<file path="src/rtl/mm3_pkg.sv">
package mm3_pkg;

    localparam int OP_W = 2;

    typedef enum logic [OP_W-1:0] {
        OP_ADD  = 2'd0,
        OP_SUB  = 2'd1,
        OP_BEQ  = 2'd2,
        OP_HALT = 2'd3
    } opcode_e;

    typedef enum logic [2:0] {
        ST_FETCH,
        ST_DECODE,
        ST_OPERAND,
        ST_EXECUTE,
        ST_HALTED
    } core_state_e;

endpackage

</file>
<file path="src/rtl/mm3_decode.sv">
// Instruction register with field split. Bits above the four fields are padding.
module mm3_decode
    import mm3_pkg::*;
#(
    parameter int INSTR_W = 32,
    parameter int ADDR_W  = 10
) (
    input  logic               clk,
    input  logic               rst_n,
    input  logic               load,
    input  logic [INSTR_W-1:0] word,
    output logic               raw_is_halt,
    output opcode_e            op,
    output logic [ADDR_W-1:0]  src1,
    output logic [ADDR_W-1:0]  src2,
    output logic [ADDR_W-1:0]  dst
);
    localparam int OP_LSB   = INSTR_W - OP_W;
    localparam int SRC1_LSB = 2 * ADDR_W;
    localparam int SRC2_LSB = ADDR_W;
    localparam int DST_LSB  = 0;

    opcode_e raw_op;

    always_comb begin
        raw_op      = opcode_e'(word[OP_LSB +: OP_W]);
        raw_is_halt = (raw_op == OP_HALT);
    end

    always_ff @(posedge clk) begin
        if (!rst_n) begin
            op   <= OP_ADD;
            src1 <= '0;
            src2 <= '0;
            dst  <= '0;
        end else if (load) begin
            op   <= raw_op;
            src1 <= word[SRC1_LSB +: ADDR_W];
            src2 <= word[SRC2_LSB +: ADDR_W];
            dst  <= word[DST_LSB  +: ADDR_W];
        end
    end

endmodule

</file>
<file path="src/rtl/mm3_alu.sv">
module mm3_alu
    import mm3_pkg::*;
#(
    parameter int DATA_W = 16
) (
    input  opcode_e           op,
    input  logic [DATA_W-1:0] a,
    input  logic [DATA_W-1:0] b,
    output logic [DATA_W-1:0] result,
    output logic              equal,
    output logic              wr_req
);
    always_comb begin
        result = '0;
        wr_req = 1'b0;
        equal  = (a == b);
        unique case (op)
            OP_ADD: begin
                result = a + b;
                wr_req = 1'b1;
            end
            OP_SUB: begin
                result = a - b;
                wr_req = 1'b1;
            end
            OP_BEQ:  result = '0;
            OP_HALT: result = '0;
        endcase
    end

endmodule

</file>
<file path="src/rtl/mm3_pc.sv">
module mm3_pc #(
    parameter int ADDR_W = 10
) (
    input  logic              clk,
    input  logic              rst_n,
    input  logic              advance,
    input  logic              take,
    input  logic [ADDR_W-1:0] target,
    output logic [ADDR_W-1:0] pc
);
    logic [ADDR_W-1:0] pc_next;

    always_comb begin
        pc_next = pc + 1'b1;
        if (take) begin
            pc_next = target;
        end
    end

    always_ff @(posedge clk) begin
        if (!rst_n) begin
            pc <= '0;
        end else if (advance) begin
            pc <= pc_next;
        end
    end

endmodule

</file>
<file path="src/rtl/mm3_ctrl.sv">
module mm3_ctrl
    import mm3_pkg::*;
(
    input  logic clk,
    input  logic rst_n,
    input  logic raw_is_halt,
    output logic ir_load,
    output logic exec,
    output logic halted
);
    core_state_e state, state_nx;

    always_ff @(posedge clk) begin
        if (!rst_n) begin
            state <= ST_FETCH;
        end else begin
            state <= state_nx;
        end
    end

    always_comb begin
        state_nx = state;
        unique case (state)
            ST_FETCH:   state_nx = ST_DECODE;
            ST_DECODE:  state_nx = raw_is_halt ? ST_HALTED : ST_OPERAND;
            ST_OPERAND: state_nx = ST_EXECUTE;
            ST_EXECUTE: state_nx = ST_FETCH;
            ST_HALTED:  state_nx = ST_HALTED;
            default:    state_nx = ST_FETCH;
        endcase
    end

    always_comb begin
        ir_load = 1'b0;
        exec    = 1'b0;
        halted  = 1'b0;
        unique case (state)
            ST_FETCH:   ir_load = 1'b0;
            ST_DECODE:  ir_load = 1'b1;
            ST_OPERAND: ir_load = 1'b0;
            ST_EXECUTE: exec    = 1'b1;
            ST_HALTED:  halted  = 1'b1;
            default:    halted  = 1'b0;
        endcase
    end

endmodule

</file>
<file path="src/rtl/mm3_core.sv">
// Requires INSTR_W >= OP_W + 3*ADDR_W.
module mm3_core
    import mm3_pkg::*;
#(
    parameter int DATA_W  = 16,
    parameter int ADDR_W  = 10,
    parameter int INSTR_W = 32
) (
    input  logic               clk,
    input  logic               rst_n,
    output logic [ADDR_W-1:0]  imem_addr,
    input  logic [INSTR_W-1:0] imem_rdata,
    output logic [ADDR_W-1:0]  dmem_raddr_a,
    input  logic [DATA_W-1:0]  dmem_rdata_a,
    output logic [ADDR_W-1:0]  dmem_raddr_b,
    input  logic [DATA_W-1:0]  dmem_rdata_b,
    output logic               dmem_we,
    output logic [ADDR_W-1:0]  dmem_waddr,
    output logic [DATA_W-1:0]  dmem_wdata,
    output logic               halted
);
    logic              raw_is_halt, ir_load, exec, eq, wr_req;
    opcode_e           op;
    logic [ADDR_W-1:0] src1, src2, dst, pc;
    logic [DATA_W-1:0] alu_out;

    mm3_ctrl u_ctrl (
        .clk        (clk),
        .rst_n      (rst_n),
        .raw_is_halt(raw_is_halt),
        .ir_load    (ir_load),
        .exec       (exec),
        .halted     (halted)
    );

    mm3_decode #(.INSTR_W(INSTR_W), .ADDR_W(ADDR_W)) u_dec (
        .clk        (clk),
        .rst_n      (rst_n),
        .load       (ir_load),
        .word       (imem_rdata),
        .raw_is_halt(raw_is_halt),
        .op         (op),
        .src1       (src1),
        .src2       (src2),
        .dst        (dst)
    );

    mm3_alu #(.DATA_W(DATA_W)) u_alu (
        .op    (op),
        .a     (dmem_rdata_a),
        .b     (dmem_rdata_b),
        .result(alu_out),
        .equal (eq),
        .wr_req(wr_req)
    );

    mm3_pc #(.ADDR_W(ADDR_W)) u_pc (
        .clk    (clk),
        .rst_n  (rst_n),
        .advance(exec),
        .take   ((op == OP_BEQ) && eq),
        .target (dst),
        .pc     (pc)
    );

    always_comb begin
        imem_addr    = pc;
        dmem_raddr_a = src1;
        dmem_raddr_b = src2;
        dmem_waddr   = dst;
        dmem_wdata   = alu_out;
        dmem_we      = exec && wr_req;
    end

endmodule

</file>
<file path="config.mk">
export PLATFORM = sky130hd
export DESIGN_NAME = mm3_core
export DESIGN_NICKNAME = d
export VERILOG_FILES = /design/src/rtl/mm3_pkg.sv /design/src/rtl/mm3_decode.sv /design/src/rtl/mm3_alu.sv /design/src/rtl/mm3_pc.sv /design/src/rtl/mm3_ctrl.sv /design/src/rtl/mm3_core.sv
export SDC_FILE = /design/constraint.sdc
export NUM_CORES = 1
export LEC_CHECK = 0
export ABC_CLOCK_PERIOD_IN_PS = 6900
export BUFFER_PORTS_ARGS = -buffer_cell sky130_fd_sc_hd__buf_2
export CORE_UTILIZATION = 55
export DETAILED_ROUTE_END_ITERATION = 6
export GPL_TIMING_DRIVEN = 0
export PLACE_DENSITY = 0.87
export SLEW_MARGIN = 10
export SYNTH_ARGS = -nofsm -noshare
export SYNTH_HDL_FRONTEND = slang
export SYNTH_SLANG_ARGS = --single-unit
</file>
<file path="constraint.sdc">
create_clock -name clk -period 6.9 [get_ports clk]
set_clock_uncertainty 0.1 [all_clocks]
set_input_delay 1.035 -clock clk [delete_from_list [all_inputs] [get_ports clk]]
set_output_delay 1.035 -clock clk [all_outputs]
set_load 0.02 [all_outputs]
</file>
==> results.txt <==
RR Startpoint = u_dec.op[0]
PostCTS Resize Cnt = 0
status = complete, no violations
Synth Area in XOR/XNOR = 0.0250
Setup CP Type = input pin to output pin
peak supply drop = 0.000167 V
Tcrit/Tclk final = 0.676
synthesized area per cell = 7.36 µm²
DR iter-0 viols = 158
Worst-path clk slew = 0.09 ns
Final min period = 4.67 ns
Seq/Total Area, Yosys = 0.257
WP data arrival = 3.53 ns
fin worst setup slack = 2.23 ns
Die Wd = 81.9 µm
fmax = 214 MHz
CTS Buf Count = 5
Netlist cell types = 56
Pwr Density = 171 mW/mm²
total number of vias = 3806
Mapped Nets = 577
final total power = 0.740 mW
post-synthesis mux area share = 0.0278
postcts setup bufs = 0
# clock sinks = 45
Routability Congestion = 0.931
Wirelength per Cell = 13.4 µm
CP max FO = 3
placed cell area = 0.00422 mm²
Final #Nets = 707
Finish-stage setup viols = 0
FF+latch area = 901 µm²
largest net degree at the start of global routing = 15
Leak = 2.04 nW
unrepaired setup endpoints after global routing = false
Clock Latency Late Sink = 0.30 ns
Die Span Y = 81.9 µm
simple-gate share of the synthesized area = 0.233
cells after synthesis = 477
Vias/cell = 5.57
end of the critical path = dmem_wdata[12]
max_slew headroom = 0.630
placed cells = 675
GRT Total Usage = 0.277
std cell rows = 28
Top FF cell, synth = dfxtp_1
post-synth top area share = 0.257
final design area excluding fillers = 0.00431 mm²
antenna violations before repair = 0
WHS = 0.367 ns
TNS Setup = 0 ns
layout cells sized above 1 = 0.258
area of the core = 0.00603 mm²
largest family of logic cells by synthesized area = compound AO/OA/AOI/OAI gates
antenna viol nets, final = 0
area of the multi-input gates = 0.00234 mm²
Syn-to-layout area delta = 23.0%
worst-margin pin slew = 0.555 ns
EDFF count, synth = 0
largest area contributor in the netlist = dfxtp_1
antenna cell count = 0
Post-CTS Hold Fix Bufs = 0
non-filler cells, final = 683
R2R setup slack = 4.78 ns
final hold violations = 0
MaxCap Viol Count = 0
routed wire length = 9.18 mm
TritonCTS clock tree = done
Initial Utilization = 0.582
DRT Pass-1 Iters = 4
Reg2Reg Capture Point = u_pc.pc[9]
vias in the first global route = 3452
full die area = 0.00670 mm²
area share of fa/ha/maj cells after synthesis = 0.126
crit path launch = dmem_rdata_a[0]
Synth area leaders = dfxtp_1, ha_1, nand2_1, a21boi_0, nor2_1
Final HPWL DP = 7.15 mm
Slew Limit Fails = 0
first-pass GRT wire length = 14.6 mm
flop and latch count out of synthesis = 45
DRC errors left = 0
r2r worst-path depth = 9
Congestion Overflow GR = 0
post-synthesis compound-gate area fraction = 0.257
Worst Setup Slack post-DPL = 2.29 ns
I/O Buffers = 123
area of the mapped netlist = 0.00351 mm²
clock buffer depth = 2
FFs w/ async S/R, synth = 0
Fillers = 515
Worst Hold Class = register to register
critical path capture point type = output pin
H-tree Lvls = 2
startpoint types = input pin
Yosys warning count = 0
# IOs = 124
worst path required time = 5.76 ns
post-layout util = 0.716
clk root buf = clkbuf_8
## flip-flops by register name, summed over array words and instances, names as in the netlist
| name | flops |
|---|---|
| u_dec.dst | 10 |
| u_dec.src1 | 10 |
| u_dec.src2 | 10 |
| u_pc.pc | 10 |
| u_ctrl.state | 3 |
| u_dec.op | 2 |
## power by group
group / total (mW) / internal, mW / switching, mW / leakage (nW)
Clock: 0.174 / 0.0813 / 0.0932 / 0.0512
Sequential: 0.284 / 0.274 / 0.0101 / 0.367
Combinational: 0.281 / 0.108 / 0.173 / 1.63
## final cells by class
cell class | count | share of cell area
Clock buffer | 6 | 0.0191
Sequential cell | 45 | 0.209
Inverter | 33 | 0.0287
Clock inverter | 2 | 0.00319
Timing Repair Buffer | 123 | 0.143
Buffer | 32 | 0.0325
Multi-Input combinational cell | 367 | 0.543
Tap cell | 75 | 0.0218
## worst max-delay path: stages
cell	delay [ns]
buf_2	0.09
inv_1	0.05
ha_1	0.22
fa_1	0.41
nor2b_1	0.19
o31a_1	0.18
o21ai_0	0.14
a31o_2	0.30
o221a_2	0.24
o22ai_1	0.16
mux2_2	0.36
buf_2	0.16
## worst min-delay path by stage
stage / from / endpoint / slack (ns) / cells past startpoint
final: u_dec.src2[2] / u_dec.src2[2] / 0.37 / 2
after global routing: u_dec.src1[3] / u_dec.src1[3] / 0.39 / 2
after CTS: u_dec.src2[8] / u_dec.src2[8] / 0.37 / 2
after detailed placement: u_dec.src2[2] / u_dec.src2[2] / 0.36 / 2
after global placement: u_dec.src1[8] / u_dec.src1[8] / 0.35 / 2
after floorplan: u_ctrl.state[0] / u_ctrl.state[0] / 0.35 / 1
## per-layer routing
metal | track usage | up-vias | part of all wire
met5 | 0 | - | 0
met4 | 0.105 | 0 | 0.015
met3 | 0.0656 | 17 | 0.070
met2 | 0.495 | 147 | 0.49
met1 | 0.316 | 1760 | 0.43
li1 | - | 1882 | -
## synthesized netlist by cell type (3+ instances only)
cell type,count
a21boi_0,32
a21oi_1,34
a31oi_1,6
and2_1,6
and3_1,4
buf_2,7
buf_4,3
clkbuf_1,21
dfxtp_1,45
ha_1,32
inv_1,32
mux2_2,5
mux2i_1,3
nand2_1,80
nand3_1,5
nand3b_1,3
nand4_1,5
nor2_1,48
nor2b_1,8
nor3_1,7
nor3b_1,5
o21a_1,6
o21ai_0,31
o221a_2,4
xnor2_1,7
xor2_1,3
## kinds of logic (layout without fill, tap and decap cells)
kind of cell	after synthesis	count (layout)
buf+inv	65	196
xor+xnor	10	10
flops	45	45
compound gates	135	135
simple gates	179	179
mux	9	9
fa+ha+maj	34	34
## cells in the final DEF, fill, tap and decap left out, types with 4 or more instances in the layout
cell type / n
a31oi_1: 6
nand3_1: 5
nand2_1: 80
nand4_1: 5
a21boi_0: 32
dfxtp_1: 45
o21a_1: 6
o221a_2: 4
buf_2: 130
o21ai_0: 31
clkbuf_1: 21
xnor2_1: 7
nor3b_1: 5
nor2b_1: 8
ha_1: 32
mux2_2: 5
inv_1: 32
and3_1: 4
a21oi_1: 34
clkbuf_8: 6
nor3_1: 7
and2_1: 6
nor2_1: 48
Note: power is estimated with default switching activity, not from simulation.
